===== src/rtl/blb_pkg.sv =====
package blb_pkg;
  typedef enum logic [2:0] {
    ST_IDLE,
    ST_SETUP,
    ST_STROBE,
    ST_GAP,
    ST_DONE,
    ST_RESP
  } seq_state_t;
endpackage


===== src/rtl/blb_lane_picker.sv =====
// Lowest-index set bit of a lane mask.
module blb_lane_picker #(
  parameter int LANES = 4,
  localparam int LW = (LANES > 1) ? $clog2(LANES) : 1
) (
  input  logic [LANES-1:0] mask,
  output logic [LW-1:0]    idx,
  output logic             any
);
  always_comb begin
    idx = '0;
    any = |mask;
    for (int i = LANES - 1; i >= 0; i--) begin
      if (mask[i]) idx = LW'(i);
    end
  end
endmodule


===== src/rtl/blb_strobe_timer.sv =====
// Counts the strobe cycles of one lane access.
module blb_strobe_timer #(
  parameter int WAIT_CYC = 2,
  localparam int CW = $clog2(WAIT_CYC + 1)
) (
  input  logic clk,
  input  logic rst,
  input  logic load,
  output logic done
);
  logic [CW-1:0] cnt_q;

  always_ff @(posedge clk) begin
    if (rst)               cnt_q <= '0;
    else if (load)         cnt_q <= CW'(WAIT_CYC - 1);
    else if (cnt_q != '0)  cnt_q <= cnt_q - 1'b1;
  end

  assign done = (cnt_q == '0);
endmodule


===== src/rtl/blb_rdata_assembler.sv =====
// One byte register per lane; cleared at the start of every access.
module blb_rdata_assembler #(
  parameter int LANES = 4,
  parameter int E_DW  = 8,
  localparam int LW = (LANES > 1) ? $clog2(LANES) : 1
) (
  input  logic                  clk,
  input  logic                  rst,
  input  logic                  clear,
  input  logic                  cap_en,
  input  logic [LW-1:0]         cap_idx,
  input  logic [E_DW-1:0]       cap_byte,
  output logic [LANES*E_DW-1:0] word
);
  for (genvar g = 0; g < LANES; g++) begin : g_lane
    logic [E_DW-1:0] byte_q;
    always_ff @(posedge clk) begin
      if (rst || clear)                         byte_q <= '0;
      else if (cap_en && (cap_idx == LW'(g)))   byte_q <= cap_byte;
    end
    assign word[g*E_DW +: E_DW] = byte_q;
  end
endmodule


===== src/rtl/byte_lane_bridge.sv =====
module byte_lane_bridge
  import blb_pkg::*;
#(
  parameter int WORD_AW  = 6,
  parameter int M_DW     = 32,
  parameter int E_DW     = 8,
  parameter int WAIT_CYC = 2,
  localparam int LANES = M_DW / E_DW,
  localparam int LW    = (LANES > 1) ? $clog2(LANES) : 1,
  localparam int EAW   = WORD_AW + LW
) (
  input  logic               clk,
  input  logic               rst,
  input  logic [WORD_AW-1:0] m_addr,
  input  logic               m_read,
  input  logic               m_write,
  input  logic [LANES-1:0]   m_byteen,
  input  logic [M_DW-1:0]    m_wdata,
  output logic               m_waitreq,
  output logic [M_DW-1:0]    m_rdata,
  output logic               m_rvalid,
  output logic [EAW-1:0]     ext_addr,
  output logic               ext_cs,
  output logic               ext_rd,
  output logic               ext_wr,
  output logic [E_DW-1:0]    ext_dout,
  output logic               ext_doe,
  input  logic [E_DW-1:0]    ext_din
);
  seq_state_t state_q, nxt;

  logic [WORD_AW-1:0] waddr_q;
  logic [M_DW-1:0]    wdata_q;
  logic [LANES-1:0]   pend_q;
  logic [LW-1:0]      cur_q;
  logic               is_rd_q;

  logic               req;
  logic [LANES-1:0]   pick_mask;
  logic [LW-1:0]      pick_idx;
  logic               pick_any;
  logic               tmr_load;
  logic               tmr_done;
  logic               cap_en;
  logic               asm_clear;
  logic [WORD_AW-1:0] sel_addr;
  logic [M_DW-1:0]    sel_wdata;

  logic               waitreq_q, rvalid_q;
  logic               cs_q, rd_q, wr_q, doe_q;
  logic [EAW-1:0]     eaddr_q;
  logic [E_DW-1:0]    dout_q;

  assign req       = m_read | m_write;
  assign pick_mask = (state_q == ST_IDLE) ? m_byteen : pend_q;
  assign sel_addr  = (state_q == ST_IDLE) ? m_addr   : waddr_q;
  assign sel_wdata = (state_q == ST_IDLE) ? m_wdata  : wdata_q;

  blb_lane_picker #(.LANES(LANES)) picker_i (
    .mask (pick_mask),
    .idx  (pick_idx),
    .any  (pick_any)
  );

  assign tmr_load = (state_q == ST_SETUP);

  blb_strobe_timer #(.WAIT_CYC(WAIT_CYC)) timer_i (
    .clk  (clk),
    .rst  (rst),
    .load (tmr_load),
    .done (tmr_done)
  );

  assign cap_en    = (state_q == ST_STROBE) && tmr_done && is_rd_q;
  assign asm_clear = (state_q == ST_IDLE) && req;

  blb_rdata_assembler #(.LANES(LANES), .E_DW(E_DW)) asm_i (
    .clk      (clk),
    .rst      (rst),
    .clear    (asm_clear),
    .cap_en   (cap_en),
    .cap_idx  (cur_q),
    .cap_byte (ext_din),
    .word     (m_rdata)
  );

  // Next-state decode
  always_comb begin
    nxt = state_q;
    unique case (state_q)
      ST_IDLE:   if (req) nxt = pick_any ? ST_SETUP : ST_DONE;
      ST_SETUP:  nxt = ST_STROBE;
      ST_STROBE: if (tmr_done) nxt = ST_GAP;
      ST_GAP:    nxt = pick_any ? ST_SETUP : ST_DONE;
      ST_DONE:   nxt = ST_RESP;
      ST_RESP:   nxt = ST_IDLE;
      default:   nxt = ST_IDLE;
    endcase
  end

  // Sequencer state and access context
  always_ff @(posedge clk) begin
    if (rst) begin
      state_q <= ST_IDLE;
      waddr_q <= '0;
      wdata_q <= '0;
      pend_q  <= '0;
      cur_q   <= '0;
      is_rd_q <= 1'b0;
    end else begin
      state_q <= nxt;
      if (state_q == ST_IDLE && req) begin
        waddr_q <= m_addr;
        wdata_q <= m_wdata;
        pend_q  <= m_byteen;
        is_rd_q <= m_read;
      end
      if (nxt == ST_SETUP) cur_q <= pick_idx;
      if (state_q == ST_STROBE && tmr_done) pend_q[cur_q] <= 1'b0;
    end
  end

  // Registered outputs, computed from the next state
  always_ff @(posedge clk) begin
    if (rst) begin
      waitreq_q <= 1'b1;
      rvalid_q  <= 1'b0;
      cs_q      <= 1'b0;
      rd_q      <= 1'b0;
      wr_q      <= 1'b0;
      doe_q     <= 1'b0;
      eaddr_q   <= '0;
      dout_q    <= '0;
    end else begin
      waitreq_q <= (nxt != ST_DONE);
      rvalid_q  <= (nxt == ST_RESP) && is_rd_q;
      cs_q      <= (nxt == ST_SETUP) || (nxt == ST_STROBE);
      rd_q      <= (nxt == ST_STROBE) && is_rd_q;
      wr_q      <= (nxt == ST_STROBE) && !is_rd_q;
      doe_q     <= (nxt == ST_STROBE) && !is_rd_q;
      if (nxt == ST_SETUP) begin
        eaddr_q <= {sel_addr, pick_idx};
        dout_q  <= sel_wdata[pick_idx*E_DW +: E_DW];
      end
    end
  end

  assign m_waitreq = waitreq_q;
  assign m_rvalid  = rvalid_q;
  assign ext_cs    = cs_q;
  assign ext_rd    = rd_q;
  assign ext_wr    = wr_q;
  assign ext_doe   = doe_q;
  assign ext_addr  = eaddr_q;
  assign ext_dout  = dout_q;
endmodule


===== config.mk =====
export PLATFORM = sky130hd
export DESIGN_NAME = byte_lane_bridge
export DESIGN_NICKNAME = d
export VERILOG_FILES = /design/src/rtl/blb_pkg.sv /design/src/rtl/blb_lane_picker.sv /design/src/rtl/blb_strobe_timer.sv /design/src/rtl/blb_rdata_assembler.sv /design/src/rtl/byte_lane_bridge.sv
export SDC_FILE = /design/constraint.sdc
export NUM_CORES = 1
export LEC_CHECK = 0
export BUFFER_PORTS_ARGS = -buffer_cell sky130_fd_sc_hd__buf_2
export CORE_AREA = 4 4 105 107
export CTS_CLUSTER_SIZE = 20
export DETAILED_ROUTE_END_ITERATION = 8
export DIE_AREA = 0 0 109 111
export PLACE_DENSITY_LB_ADDON = 0.15
export SLEW_MARGIN = 10
export SYNTH_ARGS = -nofsm -noshare
export SYNTH_HDL_FRONTEND = slang
export SYNTH_SLANG_ARGS = --single-unit

===== constraint.sdc =====
create_clock -name clk -period 2.6 [get_ports clk]
set_input_delay 0.52 -clock clk [delete_from_list [all_inputs] [get_ports clk]]
set_output_delay 0.52 -clock clk [all_outputs]
set_load 0.03 [all_outputs]

* After elaboration in Yosys (flattened, before gate mapping)
Index checks and enable logic that the tools add are counted.
Cells by class: $add $sub $neg 1, order comparisons 2, eq/ne operators 11, shift-type cells 1, mux-type cells 18, bitwise operators 3, reduce and logical (&&, ||, !) cells 21
Operator list (number):
- 32-bit 2-to-1 mux | 1
- 32-bit by 6-bit indexed part select with 8-bit output | 1
- 4-bit 2-to-1 mux | 4
- 3-bit case mux with 5 select lines | 1
- 1-bit logical AND | 11
- 3-bit by 2-bit equality test with 1-bit output, second input constant | 3
- 3-bit 2-to-1 mux | 3
- 2-bit 2-to-1 mux | 4
- 3-bit by 1-bit equality test with 1-bit output, second input constant | 2
- 3-bit equality test, second input constant | 2
- 6-bit 2-to-1 mux | 1
- 4-bit bitwise AND | 1
- 2-bit equality test, second input constant | 2
- 2-bit zero test | 2
- 4-bit NOT | 1
- 2-bit nonzero test | 2
- 4-bit OR reduction | 1
- 3-bit zero test | 1
- 2-bit by 3-bit less-than comparator with 1-bit output, second input constant | 1
- 1-bit 2-to-1 mux | 3
- 3-bit inequality test, second input constant | 1
- 1-bit demux with 2-bit select | 1
- 2-bit by 1-bit equality test with 1-bit output, second input constant | 1
- 2-bit by 1-bit >= comparator with 1-bit output, second input constant | 1
- 5 further kinds | 6
Word-level totals: flip-flop bits (word level) 103, input bits 54, output and inout port bits 54, word-level logic and storage cells 76

* Longest topological paths before layout
Gate-level depths: netlist of the first run.
depth after elaboration 8, mapped depth 8, mapped depth without buffers 7

* Hierarchy
Synthesis of the first run repeated with hierarchy kept, for this count alone.
Second synthesis, totals: cells, all modules 465, area, all modules 4620.7 µm²
Modules (own cells, without submodules):
- byte_lane_bridge | times used 1, cells each 327, area each 3075.4 µm², seq. area each 1341.3 µm²
- blb_rdata_assembler | times used 1, cells each 120, area each 1398.8 µm², seq. area each 640.6 µm²
- blb_strobe_timer | times used 1, cells each 11, area each 111.4 µm², seq. area each 40.0 µm²
- blb_lane_picker | times used 1, cells each 7, area each 35.0 µm², seq. area each 0.0 µm²

* Worst setup path after synthesis of the first run
Ideal clock, no wire load.
path kind input port to flip-flop, start point in m_byteen[3], end point reg dout_q[6] (netlist: ext_dout[6]), library setup time 0.086 ns, arrival time 1.698 ns, setup slack 0.815 ns, cell stages on the path 7, cells stage by stage nor4_1 > mux2i_1 > and3_1 > buf_2 > and2_4 > buf_6 > a221oi_2
Between the ends: cells in the longest elaborated chain, start to end 6
Ends and longest elaborated chain:
- start, declared | line byte_lane_bridge.sv:17 | input logic [LANES-1:0] m_byteen,
- 4-bit 2-to-1 mux (*) | line byte_lane_bridge.sv:55 | assign pick_mask = (state_q == ST_IDLE) ? m_byteen : pend_q;
- 2-bit 2-to-1 mux or 4-bit OR reduction (tied branches) | line blb_lane_picker.sv:14, blb_lane_picker.sv:12
- 2-bit 2-to-1 mux or 3-bit 2-to-1 mux (tied branches) | line blb_lane_picker.sv:14, byte_lane_bridge.sv:91, byte_lane_bridge.sv:94
- 2-bit 2-to-1 mux or 3-bit 2-to-1 mux (tied branches) | line blb_lane_picker.sv:14, byte_lane_bridge.sv:91
- 2-bit 2-to-1 mux or 3-bit case mux with 5 select lines (tied branches) | line blb_lane_picker.sv:14, byte_lane_bridge.sv:90
- 32-bit by 6-bit indexed part select with 8-bit output or 3-bit by 1-bit equality test with 1-bit output (tied branches) | line byte_lane_bridge.sv:143, byte_lane_bridge.sv:141
- end signal, assigned | line byte_lane_bridge.sv:143 | dout_q <= sel_wdata[pick_idx*E_DW +: E_DW];
- end, declared | line byte_lane_bridge.sv:52 | logic [E_DW-1:0] dout_q;
Mark *: on every way between the ends. The rest lies on a longest branch, timed or not. A chain may end at the register's enable or synchronous reset.

* Worst setup path after layout of the first run
start point reg timer_i.cnt_q[0], end point reg asm_i.g_lane[2].byte_q[5]
Between the ends: cells in the longest elaborated chain, start to end 4
Ends and longest elaborated chain:
- start, declared | line blb_strobe_timer.sv:11 | logic [CW-1:0] cnt_q;
- start signal, assigned | line blb_strobe_timer.sv:15 | else if (load) cnt_q <= CW'(WAIT_CYC - 1);
- start signal, assigned | line blb_strobe_timer.sv:16 | else if (cnt_q != '0) cnt_q <= cnt_q - 1'b1;
- 2-bit zero test | line blb_strobe_timer.sv:19 | assign done = (cnt_q == '0);
- 1-bit logical AND (2 in a row) | line byte_lane_bridge.sv:74 | assign cap_en = (state_q == ST_STROBE) && tmr_done && is_rd_q;
- 1-bit logical AND | line blb_rdata_assembler.sv:19 | else if (cap_en && (cap_idx == LW'(g))) byte_q <= cap_byte;
- end signal, assigned | line blb_rdata_assembler.sv:19
- end, declared | line blb_rdata_assembler.sv:16 | logic [E_DW-1:0] byte_q;
No other way between the ends.

==> results of run 1 <==
-- cell usage in the layout, fill, tap and decap left out, drive strengths merged --
| cell type | Yosys | routed |
|---|---|---|
| a2111oi | 4 | 4 |
| a211oi | 6 | 6 |
| a21boi | 1 | 1 |
| a21oi | 43 | 43 |
| a221oi | 9 | 9 |
| a22oi | 1 | 1 |
| and2 | 2 | 2 |
| and3 | 4 | 4 |
| buf | 18 | 118 |
| clkbuf | 15 | 9 |
| clkinv | 0 | 2 |
| dfxtp | 101 | 101 |
| ha | 1 | 1 |
| inv | 5 | 10 |
| mux2 | 16 | 16 |
| mux2i | 71 | 71 |
| nand2 | 79 | 79 |
| nand2b | 5 | 5 |
| nand3 | 3 | 3 |
| nand3b | 1 | 1 |
| nor2 | 61 | 61 |
| nor2b | 1 | 1 |
| nor3 | 6 | 6 |
| nor3b | 1 | 1 |
| nor4 | 2 | 2 |
| nor4b | 1 | 1 |
| o21a | 1 | 1 |
| o21ai | 6 | 6 |
| o21bai | 8 | 8 |
| o32ai | 1 | 1 |
| or2 | 3 | 3 |
| xnor2 | 1 | 1 |
-- worst min-delay path: cells and delay by family --
kind	cells	cell delay [ns]
AOI/OAI and AO/OA	1	0.05
buffers and inverters	1	0.10
and+or+nand+nor	1	0.05
-- cell type report --
cell class	count	area (sq um)	area share (%)
clock buffers	9	124	2.36
multi-input cells	338	2220	42.3
clock inverters	7	63.8	1.22
inverters	5	18.8	0.358
repair buffers	118	631	12.0
well taps	136	170	3.24
flip-flops and latches	101	2020	38.5
-- per-layer routing --
metal,part of all wire (%),up-vias
met5,0,-
met4,0.91,0
met3,6.3,10
met2,45,92
met1,48,1659
li1,-,1835
-- per-stage QoR --
step	hold WS, ns	utilization, %	std cells
6_report	0.376	51.8	714
3_3_place_gp	0.441	49.9	698
5_1_grt	0.375	51.8	714
2_1_floorplan	0.436	-	477
3_5_place_dp	0.448	49.9	698
4_1_cts	0.367	51.8	714
-- worst min-delay path by stage --
stage / startpoint / end / cells after the start
after detailed placement: wdata_q[5] / wdata_q[5] / 2
after CTS: m_wdata[17] / wdata_q[17] / 3
after global placement: wdata_q[3] / wdata_q[3] / 2
final: m_wdata[17] / wdata_q[17] / 3
after global routing: m_addr[3] / waddr_q[3] / 3
after floorplan: waddr_q[0] / waddr_q[0] / 2
-- power breakdown --
group	switching [mW]	internal, mW
Clock	0.595	0.372
Combinational	1.54	0.981
Sequential	0.217	1.87
-- state kept, by name, summed over array words and instances, names as in the netlist --
signal,count
asm_i.g_lane.byte_q,32
wdata_q,32
ext_dout,8
ext_addr,7
waddr_q,6
pend_q,4
state_q,3
timer_i.cnt_q,2
cur_q,1
ext_cs,1
ext_doe,1
ext_rd,1
is_rd_q,1
m_rvalid,1
m_waitreq,1
-- cells by family (layout without fill, tap and decap cells) --
group | count (synthesis) | in the layout | share of synthesized area [%]
xor gates and xnor gates | 1 | 1 | 0.197
DFF | 101 | 101 | 45.6
muxes | 87 | 87 | 20.1
buffers and inverters | 38 | 139 | 4.71
AOI/OAI and AO/OA | 80 | 80 | 12.4
adders and majority gates | 1 | 1 | 0.282
and+or+nand+nor | 169 | 169 | 16.8
==> results.sh, run 1 <==
export IMPL_status="finished clean"
export IMPL_max_clock_freq_mhz=475
export IMPL_cts_resized=0
export IMPL_fin_skew_ns=0.0211
export IMPL_grt_use_met1_pct=25.0
export IMPL_row_count=37
export IMPL_p_total_mw=5.58
export IMPL_crit_type="reg -> reg"
export IMPL_p_leak_nw=2.31
export IMPL_crit_family="simple AND/OR/NAND/NOR gates"
export IMPL_worstSetupPathDepth=7
export IMPL_period_minus_slack_ns=2.10
export IMPL_area_delta_synth_final_pct=18.3
export IMPL_wl_microns=10800
export IMPL_grt_pass1_vias=3557
export IMPL_synth_cell_types=41
export IMPL_dp_slack_ns=0.523
export IMPL_slew_headroom_pct=57.8
export IMPL_clockRootBuffer="clkbuf_8"
export IMPL_antenna_left=0
export IMPL_fp_dieH_microns=111
export IMPL_clock_sinks=101
export IMPL_yosysTopAreaCellShare_pct=45.6
export IMPL_die_area_sq_um=12100
export IMPL_final_net_count=628
export IMPL_insertedDiodeCount=0
export IMPL_grt_start_max_net_pins=38
export IMPL_p_per_area_nw_per_um2=1060
export IMPL_coreArea_sq_um=10100
export IMPL_num_io_pins=108
export IMPL_drc=0
export IMPL_cts_buffers=9
export IMPL_worstMarginPinSlew_ns=0.633
export IMPL_holdCritPathClass="in -> reg"
export IMPL_overflow=0
export IMPL_die_x_microns=109
export IMPL_ys_seq_area_share_pct=45.6
export IMPL_cts_tree="built"
export IMPL_drt_iter0_markers=145
export IMPL_drive_gt1_share_pct=29.2
export IMPL_htree_levels=3
export IMPL_wire_per_inst_microns=15.1
export IMPL_clkSlewWorstSetupHoldPaths_ns=0.11
export IMPL_cp_cell_sequence="inv_1 -> ha_1 -> nand3b_1 -> nor3_1 -> and3_1 -> mux2i_1 -> nor2_1"
export IMPL_fin_ws_ns=0.496
export IMPL_place_area_sq_um=5060
export IMPL_vias=3596
export IMPL_synthTopCellsByCount="dfxtp_1, nand2_1, mux2i_1"
export IMPL_final_max_slew_viol_count=0
export IMPL_r2r_end="asm_i.g_lane[2].byte_q[5]"
export IMPL_rsz0062_at_grt="no"
export IMPL_nFillCells=972
export IMPL_start_util_pct=43.7
export IMPL_crit_required_ns=2.86
export IMPL_antenna_found_initial=0
export IMPL_yosys_top_cells_area="dfxtp_1, mux2i_1, nand2_1"
export IMPL_worst_path_buf_inv=1
export IMPL_yosys_area_top_type="dfxtp_1"
export IMPL_avgSynthCellArea_sq_um=9.30
export IMPL_synthArstFlopShare_pct=0
export IMPL_globalplace_congestion=0.794
export IMPL_critPathSlowestCell="and3_1"
export IMPL_met3_usage_pct=4.43
export IMPL_hold_viol_final=0
export IMPL_grt_pass1_wl_microns=17700
export IMPL_vdd_drop_max_uv=484
export IMPL_cts_setup_buffers=0
export IMPL_worstRegToRegCells=7
export IMPL_endpoint="asm_i.g_lane[2].byte_q[5]"
export IMPL_routed_via_density=5.04
export IMPL_crit_arrival_ns=2.36
export IMPL_synthesis_area_sq_um=4440
export IMPL_worstPathMaxFanout=8
export IMPL_rrSetupSlack_ns=0.50
export IMPL_finalCritPeriodShare_pct=80.9
export IMPL_yosysMostFrequentCell="dfxtp_1"
export IMPL_cts_buffer_depth=2
export IMPL_crit_path_max_incr_delay_ns=0.58
export IMPL_crit_path_start_kind="register"
export IMPL_synthCells=477
export IMPL_placement_io_buffers=107
export IMPL_first_pass_iters=4
export IMPL_stdcell_area_sq_um=5250
export IMPL_worstSetupStartpoint="timer_i.cnt_q[0]"
export IMPL_synth_nets=532
export IMPL_synth_ff_type="dfxtp_1"
export IMPL_r2r_start="timer_i.cnt_q[0]"
export IMPL_synth_edf_count=0
export IMPL_cap_violations=0
export IMPL_setup_tns_final_ns=0
export IMPL_use_met2_pct=28.5
export IMPL_ys_seq_elements=101
export IMPL_dp_hpwl_microns=7610
export IMPL_worst_skew_pair_late_latency_ns=0.38
export IMPL_cp_end_kind="register"
export IMPL_grt_busiest_layer="met2"
export IMPL_grt_use_total_pct=18.2
export IMPL_holdBufCountCts=0
export IMPL_ys_warnings_count=0
export IMPL_setup_viol_count_final=0
Power figures use the tool's default switching activity.
==> run 2, diff against run 1 <==
--- a/config.mk
+++ b/config.mk
@@ -5,11 +5,12 @@
 export SDC_FILE = /design/constraint.sdc
 export NUM_CORES = 1
 export LEC_CHECK = 0
+export ABC_AREA = 1
 export BUFFER_PORTS_ARGS = -buffer_cell sky130_fd_sc_hd__buf_2
-export CORE_AREA = 4 4 105 107
+export CORE_AREA = 4 4 107 109
 export CTS_CLUSTER_SIZE = 20
 export DETAILED_ROUTE_END_ITERATION = 8
-export DIE_AREA = 0 0 109 111
+export DIE_AREA = 0 0 111 113
 export PLACE_DENSITY_LB_ADDON = 0.15
 export SLEW_MARGIN = 10
 export SYNTH_ARGS = -nofsm -noshare
==> constraint.sdc (replaced) <==
create_clock -name clk -period 2.2 [get_ports clk]
set_input_delay 0.44 -clock clk [delete_from_list [all_inputs] [get_ports clk]]
set_output_delay 0.44 -clock clk [all_outputs]
set_load 0.03 [all_outputs]
==> run 2 against run 1 <==
Die area rose by 3.7%. Wire length up 11%. Cell count up 22%. Clock power is 25% higher. Critical path type unchanged. Utilization fell by 0.24 points. Total power grew 39%. Synthesized area grew 4.8%. Register-to-register slack worse by 0.28 ns.
==> results.sh, run 2 <==
export IMPL_finalCritPeriodShare_pct=90.3
export IMPL_max_clock_freq_mhz=504
export IMPL_cts_buffers=9
export IMPL_p_total_mw=7.78
export IMPL_r2r_end="ext_dout[1]"
export IMPL_grt_start_max_net_pins=54
export IMPL_drive_gt1_share_pct=24.5
export IMPL_place_area_sq_um=5250
export IMPL_row_count=38
export IMPL_cp_cell_sequence="inv_4 -> nand2_2 -> nand2_1 -> nand2_2 -> nand2_8 -> inv_4 -> nand2_4 -> nand2_4 -> inv_4 -> nor2_1 -> nor2_1 -> nand2_1 -> inv_1"
export IMPL_synthCells=630
export IMPL_wl_microns=11900
export IMPL_rsz0062_at_grt="no"
export IMPL_fin_util_pct=51.5
export IMPL_hold_viol_final=0
export IMPL_cts_resized=0
export IMPL_grt_use_total_pct=19.1
export IMPL_post_place_cells=856
export IMPL_holdPathStages=3
export IMPL_fin_skew_ns=0.0113
export IMPL_drc=0
export IMPL_coreArea_sq_um=10600
export IMPL_fp_dieH_microns=113
export IMPL_synth_cell_types=36
export IMPL_cp_end_kind="register"
export IMPL_yosysMostFrequentCell="nand2_1"
export IMPL_final_max_slew_viol_count=0
export IMPL_synth_edf_count=0
export IMPL_crit_type="reg -> reg"
export IMPL_first_pass_iters=5
export IMPL_stdcell_area_sq_um=5460
export IMPL_die_area_sq_um=12500
export IMPL_status="finished clean"
export IMPL_vias=4321
export IMPL_htree_levels=3
export IMPL_yosys_top_cells_area="dfxtp_1, nand2_1, o21ai_0"
export IMPL_slew_headroom_pct=72.2
export IMPL_hold_ws_ns=0.346
export IMPL_holdCritPathClass="in -> reg"
export IMPL_dp_hpwl_microns=8610
export IMPL_yosys_area_top_type="dfxtp_1"
export IMPL_grt_pass1_vias=4167
export IMPL_final_common_cell="nand2_1"
export IMPL_cts_tree="built"
export IMPL_cts_buffer_depth=2
export IMPL_area_delta_synth_final_pct=17.6
export IMPL_vdd_drop_max_uv=661
export IMPL_ys_warnings_count=0
export IMPL_hp_start="m_wdata[0]"
export IMPL_crit_arrival_ns=2.25
export IMPL_antenna_found_initial=0
export IMPL_layout_common_cells="nand2_1, buf_2, dfxtp_1"
export IMPL_p_per_area_nw_per_um2=1420
export IMPL_critPathSlowestCell="dfxtp_1"
export IMPL_globalplace_congestion=0.899
export IMPL_cp_common_cell="inv_4"
export IMPL_num_io_pins=108
export IMPL_worstMarginPinSlew_ns=0.417
export IMPL_crit_path_max_incr_delay_ns=0.52
export IMPL_clock_sinks=101
export IMPL_fin_ws_ns=0.214
export IMPL_rrSetupSlack_ns=0.21
export IMPL_placement_io_buffers=107
export IMPL_worst_skew_pair_late_latency_ns=0.36
export IMPL_clkSlewWorstSetupHoldPaths_ns=0.10
export IMPL_worstHoldEndpoint="wdata_q[0]"
export IMPL_insertedDiodeCount=0
export IMPL_yosysTopAreaCellShare_pct=43.5
export IMPL_instances_no_fill=874
export IMPL_synth_nets=685
export IMPL_ys_seq_area_share_pct=43.5
export IMPL_synthesis_area_sq_um=4650
export IMPL_synthArstFlopShare_pct=0
export IMPL_dp_slack_ns=0.129
export IMPL_synthTopCellsByCount="nand2_1, dfxtp_1, inv_1"
export IMPL_worstPathMaxFanout=23
export IMPL_start_util_pct=43.8
export IMPL_setup_tns_final_ns=0
export IMPL_avgSynthCellArea_sq_um=7.38
export IMPL_antenna_left=0
export IMPL_wire_per_inst_microns=13.6
export IMPL_period_minus_slack_ns=1.99
export IMPL_worstRegToRegCells=13
export IMPL_synth_ff_type="dfxtp_1"
export IMPL_drt_iter0_markers=269
export IMPL_final_net_count=784
export IMPL_crit_required_ns=2.46
export IMPL_die_x_microns=111
export IMPL_setup_viol_count_final=0
export IMPL_routed_via_density=4.94
export IMPL_overflow=0
export IMPL_r2r_start="state_q[2]"
export IMPL_ys_seq_elements=101
export IMPL_grt_pass1_wl_microns=19800
export IMPL_clockRootBuffer="clkbuf_8"
export IMPL_crit_path_start_kind="register"
export IMPL_cap_violations=0
export IMPL_p_leak_nw=2.69
==> run 2: final cells by class <==
class | count | area, sq um
clock buffer | 11 | 141
clock inverter | 5 | 60.1
fill | 1052 | 5140
inverter | 93 | 358
multi-input combinational | 401 | 2040
sequential | 101 | 2020
tap | 140 | 175
timing repair buffer | 123 | 668
==> run 2: timing repair <==
| item | 4_1_cts | 5_1_grt |
|---|---|---|
| hold buffers | 0 | 0 |
| buffers inserted | 0 | 2 |
| setup endpoints to repair | 0 | 10 |
==> run 2: worst max-delay path by stage <==
| stage | to | cells after the start | from | slack (ns) |
|---|---|---|---|---|
| 6_report | ext_dout[1] | 13 | state_q[2] | 0.21 |
| 2_1_floorplan | asm_i.g_lane[2].byte_q[0] | 3 | ext_addr[1] | 0.52 |
| 5_1_grt | ext_dout[1] | 13 | state_q[2] | 0.002 |
| 4_1_cts | ext_dout[7] | 12 | state_q[1] | 0.09 |
| 3_3_place_gp | ext_dout[0] | 12 | state_q[1] | 0.24 |
| 3_5_place_dp | ext_dout[7] | 12 | state_q[1] | 0.13 |
==> run 2: routing by layer <==
layer	part of all wire (%)	wire, microns	global-route usage, %
met1	45	5380	24.3
met2	49	5850	32.5
met3	4.3	518	4.65
met4	1.4	172	5.42
met5	0	0	0
==> run 2: kinds of logic (layout without fill, tap and decap cells) <==
logic type	after synthesis	after routing	share of synthesized area (%)
AO/OA/AOI/OAI	142	142	16.2
flip-flops	101	101	43.5
adder cells (fa/ha/maj)	1	1	0.269
XOR/XNOR	1	1	0.189
buffers and inverters	128	232	12.6
AND/OR/NAND/NOR	257	257	27.2
==> run 2: worst max-delay path: cells and delay by family, from the launching register on <==
kind	cells	cell delay, ns
buffers and inverters	4	0.43
DFF	1	0.52
and+or+nand+nor	9	0.94
==> run 2: power by group <==
part / leakage, nW / internal, mW / total [mW] / switching, mW
sequential: 0.827 / 2.23 / 2.47 / 0.243
clock: 0.0995 / 0.560 / 1.21 / 0.648
combinational: 1.77 / 1.31 / 4.10 / 2.79
total: 2.69 / 4.10 / 7.78 / 3.68
==> run 3, diff against run 2 <==
--- a/config.mk
+++ b/config.mk
@@ -5,12 +5,11 @@
 export SDC_FILE = /design/constraint.sdc
 export NUM_CORES = 1
 export LEC_CHECK = 0
-export ABC_AREA = 1
 export BUFFER_PORTS_ARGS = -buffer_cell sky130_fd_sc_hd__buf_2
-export CORE_AREA = 4 4 107 109
+export CORE_AREA = 4 4 105 107
 export CTS_CLUSTER_SIZE = 20
 export DETAILED_ROUTE_END_ITERATION = 8
-export DIE_AREA = 0 0 111 113
+export DIE_AREA = 0 0 109 111
 export PLACE_DENSITY_LB_ADDON = 0.15
 export SLEW_MARGIN = 10
 export SYNTH_ARGS = -nofsm -noshare
==> run 3 against run 2 <==
Setup slack improved by 0.11 ns. Critical path depth fell by 5. Cell count fell by 18%. Register-to-register slack better by 0.11 ns. Combinational power fell by 27%. Total power decreased by 15%. Non-clock buffer count down 1. Global-route usage decreased by 1.2 points. Hold slack worse by 0.037 ns. Fmax grew 5.9%. Die area down 3.5%. Largest power group unchanged.
==> results.sh, run 3 (synthesized netlist as in run 1, its figures left out) <==
export IMPL_coreArea_sq_um=10100
export IMPL_fp_dieH_microns=111
export IMPL_wl_microns=10700
export IMPL_switching_power_mw=2.77
export IMPL_clkSlewWorstSetupHoldPaths_ns=0.11
export IMPL_wire_per_inst_microns=14.8
export IMPL_final_common_cell="buf_2"
export IMPL_crit_path_start_kind="register"
export IMPL_holdBufCountCts=0
export IMPL_placement_io_buffers=107
export IMPL_r2r_start="timer_i.cnt_q[0]"
export IMPL_grt_pass1_wl_microns=17400
export IMPL_cts_buffer_depth=2
export IMPL_setup_viol_count_final=0
export IMPL_crit_arrival_ns=2.13
export IMPL_instances_no_fill=718
export IMPL_post_place_cells=702
export IMPL_slew_headroom_pct=64.9
export IMPL_multiInputGateArea_sq_um=2220
export IMPL_drt_iter0_markers=155
export IMPL_cts_buffers=9
export IMPL_layout_common_cells="buf_2, dfxtp_1, nand2_1"
export IMPL_insertedDiodeCount=0
export IMPL_first_pass_iters=4
export IMPL_rsz0062_at_grt="no"
export IMPL_cp_end_kind="register"
export IMPL_use_met2_pct=28.3
export IMPL_clock_sinks=101
export IMPL_routed_via_density=4.99
export IMPL_final_net_count=632
export IMPL_p_leak_nw=2.34
export IMPL_r2r_end="asm_i.g_lane[0].byte_q[5]"
export IMPL_seqCellArea_sq_um=2020
export IMPL_crit_required_ns=2.46
export IMPL_overflow=0
export IMPL_grt_use_met1_pct=23.5
export IMPL_grt_busiest_layer="met2"
export IMPL_seq_power_share_pct=37.4
export IMPL_hp_start="m_wdata[11]"
export IMPL_finalCritPeriodShare_pct=85.2
export IMPL_vdd_drop_max_uv=666
export IMPL_cts_resized=0
export IMPL_worst_skew_pair_late_latency_ns=0.37
export IMPL_setup_tns_final_ns=0
export IMPL_drc=0
export IMPL_internal_power_mw=3.83
export IMPL_start_util_pct=43.7
export IMPL_num_io_pins=108
export IMPL_antenna_left=0
export IMPL_worstPathMaxFanout=8
export IMPL_final_max_slew_viol_count=0
export IMPL_dp_hpwl_microns=7530
export IMPL_hold_viol_final=0
export IMPL_worstRegToRegCells=8
export IMPL_worstSetupStartpoint="timer_i.cnt_q[0]"
export IMPL_p_comb_share_pct=45.4
export IMPL_drive_gt1_share_pct=29.7
export IMPL_grt_start_max_net_pins=49
export IMPL_crit_type="reg -> reg"
export IMPL_grt_use_total_pct=17.9
export IMPL_globalplace_congestion=0.775
export IMPL_worstMarginPinSlew_ns=0.524
export IMPL_cts_tree="built"
export IMPL_holdCritPathClass="in -> reg"
export IMPL_vias=3583
export IMPL_met3_usage_pct=5.94
export IMPL_nFillCells=963
export IMPL_grt_pass1_vias=3511
export IMPL_cap_violations=0
export IMPL_fin_skew_ns=0.0110
export IMPL_rrSetupSlack_ns=0.33
export IMPL_period_minus_slack_ns=1.87
export IMPL_cts_setup_buffers=0
export IMPL_die_area_sq_um=12100
export IMPL_die_x_microns=109
export IMPL_endpoint="asm_i.g_lane[0].byte_q[5]"
export IMPL_status="finished clean"
export IMPL_area_delta_synth_final_pct=19.3
export IMPL_clockRootBuffer="clkbuf_8"
export IMPL_p_sw_share_pct=41.9
export IMPL_max_clock_freq_mhz=533
export IMPL_p_per_area_nw_per_um2=1250
export IMPL_antenna_found_initial=0
export IMPL_htree_levels=3
export IMPL_power_frac_clock_pct=17.3
export IMPL_row_count=37
[run 3: changes by cell type in the layout (fill, tap and decap cells not counted), sizes merged, moves of 8 or more]
cell / change
o22ai: -22
nand2: -64
nor2: +13
mux2i: +71
inv: -82
a21oi: +8
a221oi: +9
o21bai: +8
nand3: -53
o21ai: -74
mux2: +16
[run 3: metal layers]
metal / vias up / wire length [microns]
met3: 11 / 681
met1: 1650 / 5020
met4: 0 / 105
met5: - / 0
li1: 1842 / -
met2: 80 / 4850
[run 3: power groups by stage]
stage	Combinational, mW	Clock (mW)	Sequential [mW]
detailed placement	3.04	0	2.51
finish	2.99	1.14	2.47
global placement	2.99	0	2.50
floorplan	2.16	0	2.67
CTS	3.04	1.18	2.47
global route	3.32	1.25	2.52
[run 3: stage by stage]
| step | setup WS (ns) | util (%) | instance area [sq um] | power, mW | hold WS [ns] |
|---|---|---|---|---|---|
| 3_5_place_dp | 0.321 | 50.3 | 5100 | 5.55 | 0.446 |
| 4_1_cts | 0.291 | 52.2 | 5290 | 6.69 | 0.290 |
| 5_1_grt | 0.0878 | 52.2 | 5290 | 7.09 | 0.294 |
| 2_1_floorplan | 0.454 | - | 4440 | 4.83 | 0.436 |
| 6_report | 0.325 | 52.2 | 5290 | 6.60 | 0.309 |
| 3_3_place_gp | 0.381 | 50.3 | 5100 | 5.48 | 0.441 |
[run 3: final cells by class]
cell class,count,share of cell area (%)
Multi-Input combinational cell,338,41.9
Sequential cell,101,38.2
Timing Repair Buffer,122,12.7
Tap cell,136,3.22
Clock buffer,9,2.34
Clock inverter,7,1.21
Inverter,5,0.355
[run 3: critical path: stages (launching register included)]
cell	delay (ns)
dfxtp_1	0.33
inv_1	0.06
ha_1	0.24
nand3b_1	0.14
nor3_1	0.34
and3_1	0.21
buf_4	0.19
mux2i_1	0.20
nor2_1	0.06
[run 3: worst min path at each step]
stage / slack, ns / depth (start not counted) / to
finish: 0.31 / 3 / wdata_q[11]
global route: 0.29 / 3 / wdata_q[17]
CTS: 0.29 / 3 / wdata_q[11]
detailed placement: 0.45 / 2 / wdata_q[0]
global placement: 0.44 / 2 / waddr_q[0]
floorplan: 0.44 / 2 / waddr_q[0]
